$ cat src/rtl/prio_irq_ctrl.sv
module prio_irq_ctrl #(
  parameter logic [23:0] PRIO_RESET = 24'hFAC688,
  parameter logic [7:0]  MASK_RESET = 8'h00
) (
  input  logic       clk,
  input  logic       rst_n,
  input  logic       cfg_we,
  input  logic [2:0] cfg_addr,
  input  logic [7:0] cfg_wdata,
  input  logic [7:0] src_irq,
  input  logic       nmi_in,
  input  logic       trap_in,
  input  logic       gdis,
  input  logic       clr_en,
  input  logic [2:0] clr_code,
  input  logic       irq_ack,
  input  logic       eoi,
  output logic       irq_valid,
  output logic [3:0] irq_code
);
  localparam int NSRC = 8;
  localparam int NLVL = NSRC + 2;
  localparam logic [3:0] LVL_NMI  = 4'd8;
  localparam logic [3:0] LVL_TRAP = 4'd9;

  logic [7:0]      mask_q, pend_q;
  logic [23:0]     prio_q;
  logic            nmi_pend_q, trap_pend_q;
  logic [NLVL-1:0] isr_q;

  logic [7:0] elig, src_svc, ack_clr, cmd_clr;
  logic       svc_any, cand_ok, sel_ok, take;
  logic [3:0] top_lvl, sel_lvl, sel_code;
  logic [2:0] cand_lvl, cand_src;
  logic [NLVL-1:0] pop_mask, push_mask;

  assign elig = pend_q & mask_q & {NSRC{~gdis}};

  always_comb begin
    svc_any = 1'b0;
    top_lvl = 4'd0;
    for (int l = 0; l < NLVL; l++)
      if (isr_q[l]) begin
        svc_any = 1'b1;
        top_lvl = 4'(l);
      end
  end

  always_comb begin
    cand_ok  = 1'b0;
    cand_lvl = 3'd0;
    cand_src = 3'd0;
    src_svc  = 8'd0;
    for (int l = 0; l < NSRC; l++) begin
      if (elig[prio_q[3*l +: 3]]) begin
        cand_ok  = 1'b1;
        cand_lvl = 3'(l);
        cand_src = prio_q[3*l +: 3];
      end
      if (isr_q[l]) src_svc[prio_q[3*l +: 3]] = 1'b1;
    end
  end

  always_comb begin
    sel_ok   = 1'b0;
    sel_lvl  = 4'd0;
    sel_code = 4'd0;
    if (trap_pend_q && !isr_q[LVL_TRAP]) begin
      sel_ok   = 1'b1;
      sel_lvl  = LVL_TRAP;
      sel_code = 4'd9;
    end else if (nmi_pend_q && !gdis && (!svc_any || top_lvl < LVL_NMI)) begin
      sel_ok   = 1'b1;
      sel_lvl  = LVL_NMI;
      sel_code = 4'd8;
    end else if (cand_ok && (!svc_any || {1'b0, cand_lvl} > top_lvl)) begin
      sel_ok   = 1'b1;
      sel_lvl  = {1'b0, cand_lvl};
      sel_code = {1'b0, cand_src};
    end
  end

  assign irq_valid = sel_ok;
  assign irq_code  = sel_code;
  assign take      = sel_ok & irq_ack;
  assign ack_clr   = (take && !sel_lvl[3]) ? (8'b1 << sel_code[2:0]) : 8'b0;
  assign cmd_clr   = (clr_en && !src_svc[clr_code]) ? (8'b1 << clr_code) : 8'b0;
  assign pop_mask  = (eoi && svc_any) ? (NLVL'(1) << top_lvl) : '0;
  assign push_mask = take ? (NLVL'(1) << sel_lvl) : '0;

  always_ff @(posedge clk) begin
    if (!rst_n) begin
      mask_q      <= MASK_RESET;
      prio_q      <= PRIO_RESET;
      pend_q      <= 8'd0;
      nmi_pend_q  <= 1'b0;
      trap_pend_q <= 1'b0;
      isr_q       <= '0;
    end else begin
      if (cfg_we) begin
        case (cfg_addr)
          3'd0:    mask_q         <= cfg_wdata;
          3'd2:    prio_q[7:0]    <= cfg_wdata;
          3'd3:    prio_q[15:8]   <= cfg_wdata;
          3'd4:    prio_q[23:16]  <= cfg_wdata;
          default: ;
        endcase
      end
      pend_q      <= (pend_q & ~ack_clr & ~cmd_clr) | src_irq;
      nmi_pend_q  <= (nmi_pend_q & ~(take && sel_lvl == LVL_NMI)) | nmi_in;
      trap_pend_q <= (trap_pend_q & ~(take && sel_lvl == LVL_TRAP)) | trap_in;
      isr_q       <= (isr_q & ~pop_mask) | push_mask;
    end
  end

  assert_code_range_R4: assert property (@(posedge clk) disable iff (!rst_n)
    irq_valid |-> irq_code <= 4'd9);

  assert_idle_zero_R10: assert property (@(posedge clk) disable iff (!rst_n)
    !irq_valid |-> irq_code == 4'd0);

  assert_mask_gate_R2: assert property (@(posedge clk) disable iff (!rst_n)
    (irq_valid && irq_code < 4'd8) |-> mask_q[irq_code[2:0]]);

  assert_gdis_block_R8: assert property (@(posedge clk) disable iff (!rst_n)
    (gdis && !trap_pend_q) |-> !irq_valid);

  assert_trap_shown_R7: assert property (@(posedge clk) disable iff (!rst_n)
    (trap_pend_q && !isr_q[LVL_TRAP]) |-> (irq_valid && irq_code == 4'd9));

  assert_ack_push_R5: assert property (@(posedge clk) disable iff (!rst_n)
    (irq_valid && irq_ack && !eoi) |=> ($countones(isr_q) == $past($countones(isr_q)) + 1));
endmodule

$ cat config.mk
export PLATFORM = sky130hd
export DESIGN_NAME = prio_irq_ctrl
export DESIGN_NICKNAME = d
export VERILOG_FILES = /design/src/rtl/prio_irq_ctrl.sv
export SDC_FILE = /design/constraint.sdc
export NUM_CORES = 1
export LEC_CHECK = 0
export BUFFER_PORTS_ARGS = -buffer_cell sky130_fd_sc_hd__buf_2
export CAP_MARGIN = 10
export CORE_MARGIN = 3
export CORE_UTILIZATION = 55
export DETAILED_ROUTE_END_ITERATION = 7
export PLACE_DENSITY_LB_ADDON = 0.08
export RECOVER_POWER = 25
export SYNTH_ARGS = -nofsm -noshare
export SYNTH_HDL_FRONTEND = slang
export SYNTH_SLANG_ARGS = --single-unit
$ cat constraint.sdc
create_clock -name clk -period 10.6 [get_ports clk]
set_input_delay 1.06 -clock clk [delete_from_list [all_inputs] [get_ports clk]]
set_output_delay 1.06 -clock clk [all_outputs]
set_load 0.01 [all_outputs]
Word level (Yosys, flattened, before mapping) --
Cells that the tools add are included.
Word-level totals: output and inout bits 5, bits in registers 52
Operators by class: mux-type cells 97, reductions and logical operators 29, shift operators 4, $lt $le $gt $ge 19, eq/ne operators 5, bitwise gates (word level) 25
Operators with widths (count):
- $mux 8 | 10
- $or 8x8->8 | 8
- $mux 3 | 16
- $mux 4 | 12
- $mux 1 | 40
- $lt 3x4->1 const B | 9
- $and 8x8->8 | 4
- $bmux 1 s3 | 9
- $demux 1 s3 | 8
- $ge 3x1->1 const B | 8
- $mux 10 | 2
- $shl 1x4->10 const A | 2
- $logic_and 1x1->1 | 17
- $not 8->8 | 2
- $shl 1x3->8 const A | 2
- $and 10x10->10 | 1
- $not 10->10 | 1
- $or 10x10->10 | 1
- $eq 4x4->1 const B | 2
- $reduce_and 2->1 | 4
- $eq 3x2->1 const B | 2
- $logic_not 1->1 | 5
- $gt 3x4->1 | 1
- $lt 4x4->1 const B | 1
- other kinds (6) | 12

Depth between registers and ports, before layout --
Gate-level depths: netlist of run 1.
word-level depth 27, depth in mapped cells 18

Least setup slack after synthesis of run 1 --
OpenSTA, ideal clock, no wires.
kind input-to-output, start point input port gdis, end point output port irq_code[0], arrival time 3.797 ns, data required time 9.540 ns, buffers on the path 2, slack 5.743 ns, stages on the path 15, cells stage by stage buf_2 buf_2 o31ai_1 o22ai_1 nand2_1 nor2_1 o311ai_1 ha_1 nor2b_1 o21ai_0 nand2b_1 a32oi_1 a21oi_4 o211a_2 nand2b_1
On the way: cells in the longest elaborated chain, start to end 17, elaborated cells on any way between the ends 50
Ends and longest elaborated chain:
- from (decl) | line 13 | input logic gdis,
- $not 1->1 | line 37 | assign elig = pend_q & mask_q & {NSRC{~gdis}};
- $and 8x8->8 | line 37
- $bmux 1 s3 | line 55 | if (elig[prio_q[3*l +: 3]]) begin
- $mux 1 (not written as such) | line 55
- $mux 1 | line 55
- $mux 3 (6 in series) | line 55
- $gt 3x4->1 | line 76 | end else if (cand_ok && (!svc_any || {1'b0, cand_lvl} > top_lvl)) begin
- $logic_or 1x1->1 | line 76
- $logic_and 1x1->1 | line 76
- $mux 3 | line 76
- $mux 4 (*) | line 72 | end else if (nmi_pend_q && !gdis && (!svc_any || top_lvl < LVL_NMI)) begin
- $mux 4 (*) | line 68 | if (trap_pend_q && !isr_q[LVL_TRAP]) begin
- to (decl) | line 19 | output logic [3:0] irq_code
Every way passes the cells marked *; elsewhere a longest branch is shown, timed or not. The select of a mux whose other input is x is not followed.

Worst setup path after layout of run 1 --
Ends and elaborated chain as after synthesis.

==> impl_metrics.env, run 1 <==
export IMPL_outcome="finished, final reports clean"
export IMPL_endpoint_kind="primary output"
export IMPL_p_total_mw=0.4508
export IMPL_drt_iter0_drc=686
export IMPL_utilization=0.6153
export IMPL_timing_rr_start="prio_q[6]$_SDFFE_PN0P_"
export IMPL_core_rowCount=31
export IMPL_clkLatencyLatePin_ns=0.32
export IMPL_critical_path_buf_inv_count=3
export IMPL_path_cells="buf_2 -> inv_1 -> o2111ai_1 -> nand3_1 -> nor2_1 -> o311ai_1 -> ha_1 -> nor2b_1 -> o21ai_0 -> nand2b_1 -> a32oi_1 -> a21oi_4 -> o211a_2 -> nand2b_1 -> buf_2"
export IMPL_grt_max_degree=34
export IMPL_cp_data_required_time_ns=9.54
export IMPL_yosysTopAreaCell="dfxtp_1"
export IMPL_reg2reg_slack_ns=6.22
export IMPL_crit_type="in -> out"
export IMPL_hold_path_class="reg -> reg"
export IMPL_cts_sinks=52
export IMPL_cpMaxStageDelayCell="o311ai_1"
export IMPL_post_place_ws_ns=5.102
export IMPL_synth_top_cells_by_count="100 x nand2_1, 52 x dfxtp_1, 40 x a21oi_1"
export IMPL_cts_tree="done"
export IMPL_setup_viol=0
export IMPL_ys_top_cells_by_area="dfxtp_1 24%, nand2_1 8.6%, a21oi_1 4.6%, mux4_2 4.1%, nand3_1 3.6%"
export IMPL_initial_core_util=0.5842
export IMPL_grt_pass1_wl_microns=25360
export IMPL_cts_made_buffers=5
export IMPL_ctsHtreeMaxLevel=2
export IMPL_via_count=5049
export IMPL_critical_path_arrival_ns=4.51
export IMPL_synth_seq_cells=52
export IMPL_drv_slew=0
export IMPL_relSlewSlack=0.1586
export IMPL_postLayoutCellArea_sq_um=4582
export IMPL_clk_pin_slew_ns=0.10
export IMPL_final_setup_tns_ns=0
export IMPL_n_antenna_cell=0
export IMPL_post_route_min_period_ns=5.566
export IMPL_drc=0
export IMPL_finalNonFillerCells=697
export IMPL_postRouteAntennaNets=0
export IMPL_power_density_nw_per_um2=98.39
export IMPL_critPathLaunch="gdis"
export IMPL_gp_congestion=1.041
export IMPL_skew_ns=0.01053
export IMPL_yosysWarningCount=0
export IMPL_core_area_sq_um=7447
export IMPL_routed_wl_microns=16570
export IMPL_drive_gt1_frac=0.1271
export IMPL_dpl_cell_area_sq_um=4491
export IMPL_fp_dieW_microns=94.94
export IMPL_whs_ns=0.4982
export IMPL_reg2regPathDepth=15
export IMPL_startpoint_type="input port"
export IMPL_syn2layout_area_growth_pct=5.321
export IMPL_antenna_found_initial=0
export IMPL_io_buffers=35
export IMPL_dieArea_sq_um=9013
export IMPL_ctsHoldBuffers=0
export IMPL_synth_flop_cell="dfxtp_1"
export IMPL_hpwl_microns=12500
export IMPL_post_place_cells=689
export IMPL_grt_util_all_layers=0.3752
export IMPL_die_h_microns=94.94
export IMPL_synth_cell_types=80
export IMPL_yosysTopAreaCellShare=0.2393
export IMPL_cts_setup_buffers=0
export IMPL_ir_drop_uv=113.3
export IMPL_fmax_mhz=179.7
export IMPL_rsz0062_at_grt="no"
export IMPL_async_flop_share=0
export IMPL_viasPerCell=7.244
export IMPL_syn_inst=594
export IMPL_reg2reg_to="pend_q[3]$_SDFF_PN0_"
export IMPL_cp_slowest_stage_delay_ns=0.51
export IMPL_synth_fp_nets=628
export IMPL_post_route_period_util=0.5251
export IMPL_leakagePower_nw=1.579
export IMPL_crit_cells=15
export IMPL_synth_area_sq_um=4350
export IMPL_grt_overflow_total=0
export IMPL_clk_path_buf_depth=2
export IMPL_root_buffer="clkbuf_8"
export IMPL_hold_violations=0
export IMPL_first_pass_iters=6
export IMPL_drv_cap=0
export IMPL_fin_ws_ns=5.034
export IMPL_grt_pass1_vias=4681
export IMPL_ys_seq_area_frac=0.2393
export IMPL_avgSynthCellArea_sq_um=7.324
export IMPL_cts_resized=0
export IMPL_io_pins=36
export IMPL_route_detailed_wl_per_inst_microns=23.78
export IMPL_crit_end="irq_code[0]"
export IMPL_worst_pin_slew_ns=1.262
export IMPL_synth_most_common_cell="nand2_1"
export IMPL_layout_nets=631
export IMPL_critical_path_max_fanout=27
export IMPL_cp_top_family="compound AO/OA/AOI/OAI gates"
export IMPL_synth_edf_count=0
[final cells by class]
class	count	area (sq um)
multi-input cells	478	3057
fillers	675	2865
clock inverters	3	26.28
well taps	99	123.9
inverters	25	93.84
repair buffers	35	171.4
clock buffers	5	68.82
flip-flops and latches	52	1041
[kinds of logic (layout without fill, tap and decap cells)]
family / count (synthesis) / count (layout) / share of synthesized area
and+or+nand+nor: 296 / 296 / 0.3549
adders and majority gates: 3 / 3 / 0.008629
AOI/OAI and AO/OA: 163 / 163 / 0.2678
muxes: 16 / 16 / 0.07133
buffers and inverters: 64 / 68 / 0.05810
DFF: 52 / 52 / 0.2393
[worst register-to-register path, delay by kind of cell, from the launching register on]
family | cells | cell delay (ns)
buffers and inverters | 1 | 0.33
AOI/OAI and AO/OA | 7 | 1.82
and+or+nand+nor | 6 | 1.03
DFF | 1 | 0.79
adders and majority gates | 1 | 0.36
[where the power goes]
group / leakage (nW) / switching [mW] / total [mW] / internal (mW)
combinational: 1.11 / 0.0614 / 0.0993 / 0.0379
sequential: 0.425 / 0.0223 / 0.226 / 0.204
clock: 0.0423 / 0.0768 / 0.125 / 0.0483
total: 1.58 / 0.161 / 0.451 / 0.290
[state kept, by name, summed over array words and instances (netlist names)]
signal and count:
trap_pend_q 1, isr_q 10, mask_q 8, nmi_pend_q 1
prio_q 24, pend_q 8
[metal layers]
metal	up-vias	global-route usage	routed length [microns]
met4	0	0.2380	1047
met1	2328	0.4843	6279
met3	93	0.1219	2293
met5	-	0	0
li1	2219	-	-
met2	409	0.5349	6951
[worst min-delay path by stage]
stage	from	cells past startpoint	slack (ns)	to
6_report	mask_q[3]$_SDFFE_PN0P_	2	0.50	mask_q[3]$_SDFFE_PN0P_
5_1_grt	mask_q[3]$_SDFFE_PN0P_	2	0.53	mask_q[3]$_SDFFE_PN0P_
4_1_cts	mask_q[3]$_SDFFE_PN0P_	2	0.50	mask_q[3]$_SDFFE_PN0P_
3_5_place_dp	mask_q[2]$_SDFFE_PN0P_	2	0.49	mask_q[2]$_SDFFE_PN0P_
3_3_place_gp	mask_q[3]$_SDFFE_PN0P_	2	0.48	mask_q[3]$_SDFFE_PN0P_
2_1_floorplan	mask_q[3]$_SDFFE_PN0P_	2	0.46	mask_q[3]$_SDFFE_PN0P_
[placed cells by master (no fill, tap or decap), drive strengths merged, types with 11 or more instances in the layout]
cell type,count
buf,32
nand2b,18
a21oi,42
nand3b,13
nand2,101
nor2,39
nor2b,11
nor3,14
mux4,11
nand3,32
and2,13
nand4,14
dfxtp,52
inv,25
o21ai,21
Power figures use the tool's default switching activity.
==> run 2: changes to the inputs <==
clock period = 4.9 ns   (was 10.6 ns; I/O delays follow)
==> run 2 against run 1 <==
Effect of this change:
- critical path depth increased by 2
- setup slack got worse by 4.8 ns
- worst hold slack got worse by 0.14 ns
- non-clock buffer count increased by 10
- global-route usage increased by 1.1 points
- core utilization increased by 1.1 points
- highest routed layer unchanged
==> impl_metrics.env, run 2 (synthesized netlist as in run 1, its figures left out) <==
export IMPL_outcome="finished, final reports clean"
export IMPL_critical_path_arrival_ns=4.21
export IMPL_multi_input_area_sq_um=3064
export IMPL_postRouteAntennaNets=0
export IMPL_grt_pass1_wl_microns=26090
export IMPL_syn2layout_area_growth_pct=7.219
export IMPL_fillers=733
export IMPL_io_pins=36
export IMPL_core_rowCount=31
export IMPL_hpwl_microns=12990
export IMPL_setup_viol=0
export IMPL_post_route_period_util=0.9586
export IMPL_post_route_min_period_ns=4.697
export IMPL_cts_made_buffers=5
export IMPL_cp_data_required_time_ns=4.41
export IMPL_viasPerCell=7.190
export IMPL_hold_depth=3
export IMPL_antenna_found_initial=0
export IMPL_grt_use_met1=0.5166
export IMPL_route_detailed_wl_per_inst_microns=24.12
export IMPL_worst_pin_slew_ns=1.426
export IMPL_startpoint_type="register"
export IMPL_power_density_nw_per_um2=212.6
export IMPL_drv_cap=0
export IMPL_rsz0062_at_grt="no"
export IMPL_first_pass_iters=6
export IMPL_mostFrequentLayoutCells="100 x nand2_1, 51 x dfxtp_1, 40 x a21oi_1"
export IMPL_via_count=5083
export IMPL_drv_slew=0
export IMPL_reg2reg_to="pend_q[7]$_SDFF_PN0_"
export IMPL_final_common_cell="nand2_1"
export IMPL_drt_iter0_drc=791
export IMPL_leakagePower_nw=1.633
export IMPL_die_h_microns=94.94
export IMPL_largest_register_ffs=24
export IMPL_root_buffer="clkbuf_8"
export IMPL_post_place_cells=699
export IMPL_top_usage_layer="met2"
export IMPL_clk_path_buf_depth=2
export IMPL_crit_type="reg -> out"
export IMPL_ir_drop_uv=146.6
export IMPL_timing_rr_start="mask_q[4]$_SDFFE_PN0P_"
export IMPL_clkLatencyLatePin_ns=0.33
export IMPL_core_area_sq_um=7447
export IMPL_use_met2=0.5649
export IMPL_ctsHtreeMaxLevel=2
export IMPL_finalNonFillerCells=707
export IMPL_hold_path_class="in -> reg"
export IMPL_grt_max_degree=34
export IMPL_initial_core_util=0.5842
export IMPL_relSlewSlack=0.04935
export IMPL_grt_overflow_total=0
export IMPL_io_buffers=35
export IMPL_n_antenna_cell=0
export IMPL_reg2regPathDepth=17
export IMPL_critPathLaunch="mask_q[4]$_SDFFE_PN0P_"
export IMPL_reg_top3="prio_q (24), isr_q (10)"
export IMPL_ff_latch_area_sq_um=1042
export IMPL_ctsHoldBuffers=0
export IMPL_min_from="nmi_in"
export IMPL_cts_tree="done"
export IMPL_drc=0
export IMPL_final_setup_tns_ns=0
export IMPL_layout_nets=641
export IMPL_hold_end="nmi_pend_q$_SDFF_PN0_"
export IMPL_skew_ns=0.01248
export IMPL_drive_gt1_frac=0.1447
export IMPL_fp_dieW_microns=94.94
export IMPL_cts_sinks=52
export IMPL_clk_pin_slew_ns=0.11
export IMPL_hold_violations=0
export IMPL_top_register="prio_q"
export IMPL_p_total_mw=0.9919
export IMPL_reg2reg_slack_ns=0.77
export IMPL_grt_pass1_vias=4674
export IMPL_gp_congestion=1.040
export IMPL_critical_path_max_fanout=9
export IMPL_dieArea_sq_um=9013
export IMPL_fmax_mhz=212.9
export IMPL_endpoint_kind="primary output"
export IMPL_grt_util_all_layers=0.3865
export IMPL_routed_wl_microns=17050
export IMPL_met3_usage=0.1267
==> run 2: cell count changes in the layout (fill, tap and decap cells not counted), sizes merged <==
cell	previous run	this run
buf	32	42
clkinvlp	2	1
inv	25	26
==> run 2: power by group <==
group	switching (mW)	total (mW)	internal [mW]	leakage, nW
Sequential	0.0403	0.482	0.442	0.425
Clock	0.174	0.279	0.105	0.0452
Combinational	0.144	0.231	0.0868	1.16
Total	0.359	0.992	0.633	1.63
==> run 2: stage by stage <==
step | hold slack [ns] | cell area (sq um) | worst slack, ns | utilization
final | 0.3625 | 4664 | 0.2028 | 0.6263
after global placement | 0.4826 | 4566 | 0.6726 | 0.6131
after CTS | 0.3704 | 4659 | 0.2555 | 0.6257
after global routing | 0.3922 | 4664 | 0.008404 | 0.6263
after detailed placement | 0.5006 | 4566 | 0.5693 | 0.6131
after floorplan | 0.4579 | 4350 | 1.183 | -
==> run 2: layer usage <==
metal  up-vias  wire length, microns
li1       2232                     -
met1      2329                  6489
met2       434                  6999
met3        88                  2588
met4         0                   977
met5         -                     0
==> run 2: critical path, stage by stage, from the launching register on <==
cell and delay (ns):
dfxtp_1 0.54, nand2_1 0.22, mux4_2 0.49, or3_4 0.38, and2_1 0.18, o21bai_1 0.13
a21oi_1 0.10, o21ai_1 0.24, inv_1 0.07, ha_1 0.19, nor2b_1 0.11, o21ai_0 0.09
nand2b_1 0.08, a32oi_1 0.17, a21oi_4 0.30, o211a_2 0.34, nand2b_1 0.13, buf_2 0.12
==> run 2: area by class of cell <==
class                   instances  area share
clock buffers                   5     0.01475
clock inverters                 3    0.005365
inverters                      25     0.02012
multi-input cells             478      0.6569
flip-flops and latches         52      0.2234
well taps                      99     0.02656
repair buffers                 45     0.05284
==> run 2: worst max-delay path by stage <==
stage / to / slack, ns / depth (start not counted)
4_1_cts: irq_code[0] / 0.26 / 15
3_3_place_gp: irq_code[0] / 0.67 / 15
2_1_floorplan: irq_code[0] / 1.18 / 15
6_report: irq_code[0] / 0.20 / 17
3_5_place_dp: irq_code[0] / 0.57 / 15
5_1_grt: irq_code[0] / 0.008 / 17
==> run 2: what timing repair did <==
| item | in CTS | in global routing |
|---|---|---|
| buffers inserted | 0 | 0 |
| endpoints found under the setup margin | 0 | 2 |
| gates resized for setup | 0 | 2 |
